File: config.mk
export PLATFORM = sky130hd
export DESIGN_NAME = tmr_bank
export DESIGN_NICKNAME = d
export VERILOG_FILES = /design/src/rtl/tmr_bank_pkg.sv /design/src/rtl/tmr_ctrl.sv /design/src/rtl/tmr_channel.sv /design/src/rtl/tmr_rdmux.sv /design/src/rtl/tmr_bank.sv
export SDC_FILE = /design/constraint.sdc
export NUM_CORES = 2
export LEC_CHECK = 0
export ABC_AREA = 0
export BUFFER_PORTS_ARGS = -buffer_cell sky130_fd_sc_hd__buf_4
export CAP_MARGIN = 10
export CORE_MARGIN = 10
export CORE_UTILIZATION = 35
export CTS_CLUSTER_SIZE = 16
export DETAILED_ROUTE_END_ITERATION = 16
export GPL_TIMING_DRIVEN = 0
export PLACE_DENSITY_LB_ADDON = 0.2
export SYNTH_ARGS = -nofsm -noshare
export SYNTH_HDL_FRONTEND = slang
export SYNTH_SLANG_ARGS = --single-unit
File: constraint.sdc
create_clock -name clk -period 5.6 [get_ports clk]
set_input_delay 1.12 -clock clk [delete_from_list [all_inputs] [get_ports clk]]
set_output_delay 1.12 -clock clk [all_outputs]
set_load 0.01 [all_outputs]
File: src/rtl/tmr_bank_pkg.sv
package tmr_bank_pkg;

  typedef enum logic [2:0] {
    SEL_NONE,
    SEL_CTRL,
    SEL_CNTB,
    SEL_CMPB,
    SEL_OBS
  } sel_e;

  typedef struct packed {
    sel_e       sel;
    logic [7:0] ch;
  } dec_t;

  // lowest control bit owned by a channel
  function automatic int unsigned ch_base(input int unsigned ch);
    return (ch == 0) ? 0 : 4 + 4 * ch;
  endfunction

  function automatic int unsigned start_pos(input int unsigned ch);
    return ch_base(ch);
  endfunction

  function automatic int unsigned mupd_pos(input int unsigned ch);
    return ch_base(ch) + 1;
  endfunction

  // the last channel lacks the invert bit, so auto-reload moves down one
  function automatic int unsigned arld_pos(input int unsigned ch, input int unsigned n);
    return (ch == n - 1) ? ch_base(ch) + 2 : ch_base(ch) + 3;
  endfunction

  function automatic dec_t decode(input logic [31:0] a, input int unsigned n);
    dec_t d;
    logic [31:0] rel;
    d.sel = SEL_NONE;
    d.ch  = '0;
    rel   = a - 32'd4;
    if (a == 32'd0) begin
      d.sel = SEL_CTRL;
    end else if (a >= 32'd4 && rel < 4 * n) begin
      d.ch = 8'(rel >> 2);
      case (rel[1:0])
        2'd0:    d.sel = SEL_CNTB;
        2'd1:    d.sel = SEL_CMPB;
        2'd2:    d.sel = SEL_OBS;
        default: d.sel = SEL_NONE;
      endcase
    end
    return d;
  endfunction

endpackage

File: src/rtl/tmr_ctrl.sv
module tmr_ctrl
  import tmr_bank_pkg::*;
#(
  parameter int unsigned NUM_CH = 5,
  parameter int unsigned DATA_W = 32
) (
  input  logic              clk,
  input  logic              rst_n,
  input  logic              wr_i,
  input  logic [DATA_W-1:0] wr_data_i,
  input  logic [NUM_CH-1:0] expire_now_i,
  output logic [DATA_W-1:0] ctrl_o,
  output logic [NUM_CH-1:0] run_o,
  output logic [NUM_CH-1:0] load_o,
  output logic [NUM_CH-1:0] arld_o
);

  logic [DATA_W-1:0] ctrl_q;
  logic [DATA_W-1:0] clr_mask;
  logic [DATA_W-1:0] ctrl_d;
  logic [NUM_CH-1:0] stop_req;
  logic [NUM_CH-1:0] hw_clr;

  for (genvar g = 0; g < NUM_CH; g++) begin : g_ch
    localparam int unsigned ST = start_pos(g);
    localparam int unsigned MU = mupd_pos(g);
    localparam int unsigned AR = arld_pos(g, NUM_CH);

    // edges are taken between the stored word and the written word
    assign load_o[g]   = wr_i & wr_data_i[MU] & ~ctrl_q[MU];
    assign stop_req[g] = wr_i & ~wr_data_i[ST] & ctrl_q[ST];
    assign run_o[g]    = ctrl_q[ST] & ~stop_req[g];
    assign arld_o[g]   = ctrl_q[AR];
    assign hw_clr[g]   = expire_now_i[g] & ~ctrl_q[AR];

    // hardware clear wins over a same-cycle software write
    a_r9_hw_clear : assert property (@(posedge clk) disable iff (!rst_n)
      hw_clr[g] |=> !ctrl_q[ST]);

    // a one-shot expiry leaves the channel stopped
    a_r8_stops : assert property (@(posedge clk) disable iff (!rst_n)
      hw_clr[g] |=> !run_o[g]);
  end

  always_comb begin
    clr_mask = '0;
    for (int i = 0; i < NUM_CH; i++) begin
      if (hw_clr[i]) clr_mask[start_pos(i)] = 1'b1;
    end
    ctrl_d = (wr_i ? wr_data_i : ctrl_q) & ~clr_mask;
  end

  always_ff @(posedge clk) begin
    if (!rst_n) ctrl_q <= '0;
    else        ctrl_q <= ctrl_d;
  end

  assign ctrl_o = ctrl_q;

endmodule

File: src/rtl/tmr_channel.sv
module tmr_channel #(
  parameter int unsigned DATA_W = 32
) (
  input  logic              clk,
  input  logic              rst_n,
  input  logic              wr_cntb_i,
  input  logic [DATA_W-1:0] wr_data_i,
  input  logic              tick_i,
  input  logic              run_i,
  input  logic              load_i,
  input  logic              arld_i,
  output logic [DATA_W-1:0] cntb_o,
  output logic [DATA_W-1:0] cnt_o,
  output logic              expire_now_o,
  output logic              expire_o
);

  logic [DATA_W-1:0] cntb_q;
  logic [DATA_W-1:0] cnt_q;
  logic              expire_q;
  logic              step;

  // priority: manual load, then reload on expiry, then plain decrement
  function automatic logic [DATA_W-1:0] next_count(
    input logic [DATA_W-1:0] cur,
    input logic [DATA_W-1:0] bufv,
    input logic              ld,
    input logic              exp,
    input logic              ar,
    input logic              dec
  );
    if (ld)            return bufv;
    else if (exp & ar) return bufv;
    else if (dec)      return cur - 1'b1;
    else               return cur;
  endfunction

  assign expire_now_o = run_i & tick_i & (cnt_q == '0);
  assign step         = run_i & tick_i & (cnt_q != '0);

  always_ff @(posedge clk) begin
    if (!rst_n) begin
      cntb_q   <= '0;
      cnt_q    <= '0;
      expire_q <= 1'b0;
    end else begin
      if (wr_cntb_i) cntb_q <= wr_data_i;
      cnt_q    <= next_count(cnt_q, cntb_q, load_i, expire_now_o, arld_i, step);
      expire_q <= expire_now_o;
    end
  end

  assign cntb_o   = cntb_q;
  assign cnt_o    = cnt_q;
  assign expire_o = expire_q;

  // a rising manual-update bit loads the buffer
  a_r4_load : assert property (@(posedge clk) disable iff (!rst_n)
    load_i |=> cnt_q == $past(cntb_q));

  // one step down per tick while running
  a_r5_dec : assert property (@(posedge clk) disable iff (!rst_n)
    (step && !load_i) |=> cnt_q == $past(cnt_q) - 1'b1);

  // a stopped channel holds its value
  a_r5_hold : assert property (@(posedge clk) disable iff (!rst_n)
    (!run_i && !load_i) |=> $stable(cnt_q));

  // auto-reload restores the buffer value on expiry
  a_r7_reload : assert property (@(posedge clk) disable iff (!rst_n)
    (expire_now_o && arld_i && !load_i) |=> cnt_q == $past(cntb_q));

  // the pulse follows the expiring tick by one edge
  a_r6_pulse : assert property (@(posedge clk) disable iff (!rst_n)
    expire_now_o |=> expire_o);

endmodule

File: src/rtl/tmr_rdmux.sv
module tmr_rdmux
  import tmr_bank_pkg::*;
#(
  parameter int unsigned NUM_CH = 5,
  parameter int unsigned DATA_W = 32,
  parameter int unsigned ADDR_W = 8
) (
  input  logic [ADDR_W-1:0]              rd_addr_i,
  input  logic [DATA_W-1:0]              ctrl_i,
  input  logic [NUM_CH-1:0][DATA_W-1:0]  cntb_i,
  input  logic [NUM_CH-1:0][DATA_W-1:0]  cmpb_i,
  input  logic [NUM_CH-1:0][DATA_W-1:0]  cnt_i,
  output logic [DATA_W-1:0]              rd_data_o
);

  dec_t rdec;

  always_comb begin
    rdec      = decode(32'(rd_addr_i), NUM_CH);
    rd_data_o = '0;
    case (rdec.sel)
      SEL_CTRL: rd_data_o = ctrl_i;
      SEL_CNTB: rd_data_o = cntb_i[rdec.ch];
      SEL_CMPB: rd_data_o = cmpb_i[rdec.ch];
      SEL_OBS:  rd_data_o = cnt_i[rdec.ch];
      default:  rd_data_o = '0;
    endcase
  end

endmodule

File: src/rtl/tmr_bank.sv
module tmr_bank
  import tmr_bank_pkg::*;
#(
  parameter int unsigned NUM_CH = 5,
  parameter int unsigned DATA_W = 32,
  parameter int unsigned ADDR_W = 8
) (
  input  logic              clk,
  input  logic              rst_n,
  input  logic              wr_en,
  input  logic [ADDR_W-1:0] wr_addr,
  input  logic [DATA_W-1:0] wr_data,
  input  logic [ADDR_W-1:0] rd_addr,
  output logic [DATA_W-1:0] rd_data,
  input  logic [NUM_CH-1:0] tick_en,
  output logic [NUM_CH-1:0] expire_o
);

  localparam int unsigned LAST = NUM_CH - 1;

  dec_t wdec;
  dec_t rdec;
  logic ctrl_wr;

  logic [DATA_W-1:0]             ctrl_q;
  logic [NUM_CH-1:0]             run;
  logic [NUM_CH-1:0]             load;
  logic [NUM_CH-1:0]             arld;
  logic [NUM_CH-1:0]             expire_now;
  logic [NUM_CH-1:0][DATA_W-1:0] cntb_all;
  logic [NUM_CH-1:0][DATA_W-1:0] cmpb_all;
  logic [NUM_CH-1:0][DATA_W-1:0] cnt_all;

  assign wdec    = decode(32'(wr_addr), NUM_CH);
  assign rdec    = decode(32'(rd_addr), NUM_CH);
  assign ctrl_wr = wr_en & (wdec.sel == SEL_CTRL);

  tmr_ctrl #(.NUM_CH(NUM_CH), .DATA_W(DATA_W)) u_ctrl (
    .clk          (clk),
    .rst_n        (rst_n),
    .wr_i         (ctrl_wr),
    .wr_data_i    (wr_data),
    .expire_now_i (expire_now),
    .ctrl_o       (ctrl_q),
    .run_o        (run),
    .load_o       (load),
    .arld_o       (arld)
  );

  for (genvar g = 0; g < NUM_CH; g++) begin : g_ch
    logic wr_cntb;
    assign wr_cntb = wr_en & (wdec.sel == SEL_CNTB) & (wdec.ch == 8'(g));

    tmr_channel #(.DATA_W(DATA_W)) u_chan (
      .clk          (clk),
      .rst_n        (rst_n),
      .wr_cntb_i    (wr_cntb),
      .wr_data_i    (wr_data),
      .tick_i       (tick_en[g]),
      .run_i        (run[g]),
      .load_i       (load[g]),
      .arld_i       (arld[g]),
      .cntb_o       (cntb_all[g]),
      .cnt_o        (cnt_all[g]),
      .expire_now_o (expire_now[g]),
      .expire_o     (expire_o[g])
    );

    if (g != LAST) begin : g_cmp
      logic [DATA_W-1:0] cmpb_q;
      always_ff @(posedge clk) begin
        if (!rst_n)
          cmpb_q <= '0;
        else if (wr_en && wdec.sel == SEL_CMPB && wdec.ch == 8'(g))
          cmpb_q <= wr_data;
      end
      assign cmpb_all[g] = cmpb_q;
    end else begin : g_nocmp
      assign cmpb_all[g] = '0;
    end
  end

  tmr_rdmux #(.NUM_CH(NUM_CH), .DATA_W(DATA_W), .ADDR_W(ADDR_W)) u_rdmux (
    .rd_addr_i (rd_addr),
    .ctrl_i    (ctrl_q),
    .cntb_i    (cntb_all),
    .cmpb_i    (cmpb_all),
    .cnt_i     (cnt_all),
    .rd_data_o (rd_data)
  );

  // the last channel has no compare storage
  always_comb begin
    if (rst_n && rdec.sel == SEL_CMPB && rdec.ch == 8'(LAST)) begin
      a_r3_no_cmp : assert (rd_data == '0);
    end
  end

  // nothing expires in the first cycle out of reset
  a_r1_quiet : assert property (@(posedge clk) disable iff (!rst_n)
    $rose(rst_n) |-> expire_o == '0);

endmodule

After elaboration in Yosys (flattened, before gate mapping) --
Index checks and enable logic that the tools add are counted. Widths: inputs -> output; s select.
Storage, ports and cells: register bits 485, logic and storage cells 189, input port bits 56, output and inout port bits 37
Cells by class: equal/unequal tests 15, reduce and logical (&&, ||, !) cells 27, order comparisons 5, $add $sub $neg 7, multiplexer cells 36, bitwise logic cells 79
Operators by type and width (number):
- $mux 32 | 19
- $bmux 32 s3 | 3
- $logic_not 32->1 | 5
- $reduce_bool 32->1 | 5
- $sub 32x1->32 const B | 5
- $pmux 32 s4 | 1
- $lt 32x5->1 const B | 2
- $and 1x1->1 | 57
- $and 32x32->32 | 1
- $not 21->32 | 1
- $logic_not 8->1 | 3
- $mux 11 | 2
- $not 1->1 | 20
- $pmux 3 s3 | 2
- $sub 8x3->9 const B | 2
- $eq 8x2->1 const B | 2
- $ge 8x3->1 const B | 2
- $mux 8 | 2
- $reduce_bool 3->1 | 5
- $eq 3x2->1 const B | 4
- $eq 8x1->1 const B | 1
- $eq 8x3->1 const B | 1
- $lt 8x4->1 const B | 1
- $logic_and 1x1->1 | 7
- other kinds (7) | 16

Depth between registers and ports, before layout --
depth in word-level cells 17, gate-level depth with buffers 12, mapped depth without buffers 8

Hierarchy --
From an unflattened synthesis, not the netlist that was laid out.
Unflattened totals: cell total of the unflattened synthesis 3247, area, all modules 27978.1 um^2
By module, submodules not included:
- tmr_channel | times used 5, sequential area each 1301.2 um^2, cells an instance 403, area an instance 3442.1 um^2
- tmr_bank | times used 1, sequential area each 2562.5 um^2, cells an instance 487, area an instance 5138.7 um^2
- tmr_rdmux | times used 1, sequential area each 0.0 um^2, cells an instance 617, area an instance 4217.8 um^2
- tmr_ctrl | times used 1, sequential area each 640.6 um^2, cells an instance 128, area an instance 1411.4 um^2

Worst setup path before layout --
OpenSTA, ideal clock, no wires.
path type input-to-output, from in rd_addr[2], to out rd_data[13], stages 10, setup slack 0.866 ns, required time 4.480 ns, arrival time 3.614 ns, path through inv_1 ha_1 clkbuf_1 clkbuf_1 clkbuf_1 buf_1 mux2i_1 nor2_1 o311ai_0 o2111ai_1
Between the ends: cells in the longest elaborated chain, start to end 8, elaborated cells between the ends (all ways) 19, those cells by class 1 x add/sub; 2 x order compare; 4 x eq/ne; 10 x mux; 2 x reduce/logical
Ends and longest elaborated chain:
- start: declaration | line tmr_bank.sv:13 | input logic [ADDR_W-1:0] rd_addr,
- $sub 8x3->9 | line tmr_bank_pkg.sv:39 | rel = a - 32'd4;
- $lt 32x5->1 | line tmr_bank_pkg.sv:42 | end else if (a >= 32'd4 && rel < 4 * n) begin
- $logic_and 1x1->1 | line tmr_bank_pkg.sv:42
- $mux 11
- $mux 8
- $bmux 32 s3 (on tied branches) | line tmr_rdmux.sv:25, tmr_rdmux.sv:23, tmr_rdmux.sv:24
- $mux 32 (on tied branches) | line tmr_rdmux.sv:25, tmr_rdmux.sv:23, tmr_rdmux.sv:24
- $pmux 32 s4 (*) | line tmr_rdmux.sv:21 | case (rdec.sel)
- end: declaration | line tmr_bank.sv:14 | output logic [DATA_W-1:0] rd_data,
Mark *: on every way between the ends. The rest lies on a longest branch, timed or not. The select of a mux whose other input is x is not followed.

Worst setup path in the final report --
from in rd_addr[2], to out rd_data[7]
The elaborated chain is that of the path after synthesis.

==> reports/qor.txt <==
outcome - finished, violations left
violated checks - setup timing
overall global routing resource usage - 31.1%
vias in the first global route - 24.8k
final net count - 3326
clk root buf - clkbuf_16
class of the worst hold path - flop to flop
Die Ht - 294 µm
first-pass GRT wire length - 193 mm
area grow syn2layout - 16.0%
Worst setup EP type - output port
fin area - 30400 µm²
top-area cell type share of the netlist area - 37.1%
antenna violations before repair - 4
total power - 0.00804 W
crit-path max FO - 10
CTS buffer count - 56
Port Buffers - 88
Max Transition Viols Final - 0
DR vias - 27.2k
CTS Hold Bufs - 0
Stages on worst setup path - 11
share of cells above drive strength 1 - 13.0%
CP bufs+invs - 6
normalized max-slew margin - 6.17%
Boundary Pins - 93
count leader, synth - nand2_1
Placeable Area - 74300 µm²
Final Worst Setup Slack - -0.0981 ns
Leak - 10.9 nW
Critical Setup Path Class - primary input to output port
largest cells by area after synthesis - dfxtp_1 37%, mux2i_1 15%, nand2_1 8.3%
minimum clock period - 5.70 ns
Max Fclk - 175 MHz
Worst path max stage delay - 0.51 ns
Via-to-Cell Ratio - 6.36
crit path from - rd_addr[2]
EDFF count, synth - 0
worst-case clock buffer depth - 3
final setup violating endpoints - 8
sequential fraction of the synthesis area - 37.1%
Fin Clk Skew - 0.0237 ns
placed cell count - 4168
detailed-router iteration count before antenna repair - 6
synth warn - 0
maximum capacitance violations - 0
maximum number of pins on one net before global-route repair - 14
Multi-input gate area - 15500 µm²
R2R depth - 7
Synth top cells by count - 582 x nand2_1, 485 x dfxtp_1, 395 x mux2i_1, 181 x a21oi_1, 164 x clkbuf_1
fin cells - 4275
crit path cell chain - buf_4, inv_1, ha_2, clkbuf_4, clkbuf_8, buf_6, mux2i_1, o221ai_1, o211ai_1, o2111ai_1, buf_4
clk_lat worst skew - 0.65 ns
clock transition at the registers of the reported paths - 0.06 ns
drt total wl - 140 mm
initial core utilization - 35.2%
RSZ-0062 raised after global routing - true
CTS HTree Levels - 2
power per cell area - 265 nW/µm²
worst-margin pin slew - 1.41 ns
Final Cycle Share - 102%
Final ANT Viol Nets - 0
CTS tree - done
Synth Instances - 3104
HPWL after detailed placement - 105 mm
most used cell, CP - buf_4
grt total ovfl - 0
DIE WIDTH - 294 µm
r2r startpoint - g_ch[3].u_chan.cnt_o[5]$_SDFFE_PN0P_
Sequential Area - 9710 µm²
final hold vios - 0
FILL cells - 7696
Req. time, crit path - 4.48 ns
Synth area leader - dfxtp_1
Arr. time, crit path - 4.58 ns
Worst R2R End - g_ch[3].u_chan.cnt_o[29]$_SDFFE_PN0P_
site row count - 100
post-synth cell types - 83
Syn Area/Cell - 8.44 µm²
Synth async-reset ratio - 0%
# DRC - 0
CP Capture Point - rd_data[7]
startpoint types - primary input
Reg2Reg Setup Slack - 1.95 ns
Synth Register Bits - 485
Post-DP Area - 28100 µm²
worst vdd ir - 233 µV
DRT iter0 DRCs - 4154
Clock Sinks - 485
total die area - 86200 µm²
critical path's slowest cell - ha_2
gp weighted congestion - 1.02
Fin Setup TNS - -0.358 ns
CP top delay family - buffers and inverters
dominant synthesized flop cell - dfxtp_1
routed length per instance - 32.8 µm
Post-Syn Nets - 3171
area of the mapped netlist - 26200 µm²
layout by cell type, fill, tap and decap left out, types with 61 or more instances in the layout:
cell and n:
buf_2 61, clkbuf_1 153, dfxtp_1 485, a22oi_1 123
mux2i_1 393, o21ai_0 95, a21oi_1 181, nor2_1 129
buf_4 97, nand2_1 581, nor3_1 116
routing by layer:
layer,global-route usage (%),share of wire (%),wire [µm]
met1,42.4,42,58600
met2,43.7,40,56200
met3,8.51,12,16900
met4,16.3,6.0,8380
met5,0,0.0093,13
cell families (layout without fill, tap and decap cells):
kind of cell             after synthesis  after routing  share of synthesized area, %
AND/OR/NAND/NOR                     1130           1130                          20.3
other                                  0              2                             0
AO/OA/AOI/OAI                        705            705                          18.7
multiplexers                         446            446                          17.3
XOR/XNOR                              48             48                          1.61
buffers and inverters                279            479                          4.46
flip-flops                           485            485                          37.1
adder cells (fa/ha/maj)               11             11                         0.526
layout make-up:
cell class,count,area share [%]
antenna,2,0.0165
multi-input combinational,2340,51.2
tap,969,3.99
timing repair buffer,99,2.54
buffer,240,3.59
clock inverter,21,0.960
sequential,485,32.0
inverter,37,0.457
clock buffer,82,5.33
per-stage QoR:
step,hold slack [ns],setup slack (ns),util (%)
CTS,0.452,-0.0252,40.7
detailed placement,0.444,-2.05,37.9
floorplan,0.427,0.866,-
finish,0.455,-0.0981,40.9
global placement,0.440,-2.00,37.8
global route,0.464,-0.0470,40.9
what timing repair did:
item                       in CTS  in global routing
pin swaps                       2                  1
setup endpoints to repair      32                 28
buffers inserted                3                  0
resized for setup              51                 37
cloned                          0                  0
power by group:
group	leakage (nW)	switching (W)	total (W)	internal, W
Clock	0.935	0.00163	0.00395	0.00232
Sequential	3.90	0.00000234	0.00345	0.00345
Combinational	6.02	0.000476	0.000631	0.000156
Total	10.9	0.00211	0.00804	0.00593
registers in the layout (all words and copies together), names as in the netlist:
register	cells
g_ch.u_chan.cntb_o	160
u_ctrl.ctrl_o	32
g_ch.g_cmp.cmpb_q	128
g_ch.u_chan.cnt_o	160
g_ch.u_chan.expire_o	5
worst register-to-register path: stages (launching register included):
cell and delay [ns]:
dfxtp_1 0.30, clkbuf_1 0.24, or3_1 0.49, nor4_1 0.72
nand3_1 0.45, nor4_1 1.04, a32o_1 0.29, a21o_1 0.08
worst min path at each step:
stage / cells after the start / endpoint / slack [ns] / startpoint
final: 2 / g_ch[3].g_cmp.cmpb_q[10]$_SDFFE_PN0P_ / 0.46 / g_ch[3].g_cmp.cmpb_q[10]$_SDFFE_PN0P_
after CTS: 2 / u_ctrl.ctrl_o[18]$_SDFFE_PN0N_ / 0.45 / u_ctrl.ctrl_o[18]$_SDFFE_PN0N_
after detailed placement: 2 / u_ctrl.ctrl_o[18]$_SDFFE_PN0N_ / 0.44 / u_ctrl.ctrl_o[18]$_SDFFE_PN0N_
after global placement: 2 / g_ch[3].g_cmp.cmpb_q[7]$_SDFFE_PN0P_ / 0.44 / g_ch[3].g_cmp.cmpb_q[7]$_SDFFE_PN0P_
after floorplan: 2 / u_ctrl.ctrl_o[26]$_SDFFE_PN0N_ / 0.43 / u_ctrl.ctrl_o[26]$_SDFFE_PN0N_
after global routing: 2 / g_ch[2].g_cmp.cmpb_q[18]$_SDFFE_PN0P_ / 0.46 / g_ch[2].g_cmp.cmpb_q[18]$_SDFFE_PN0P_
Power figures use the tool's default switching activity.
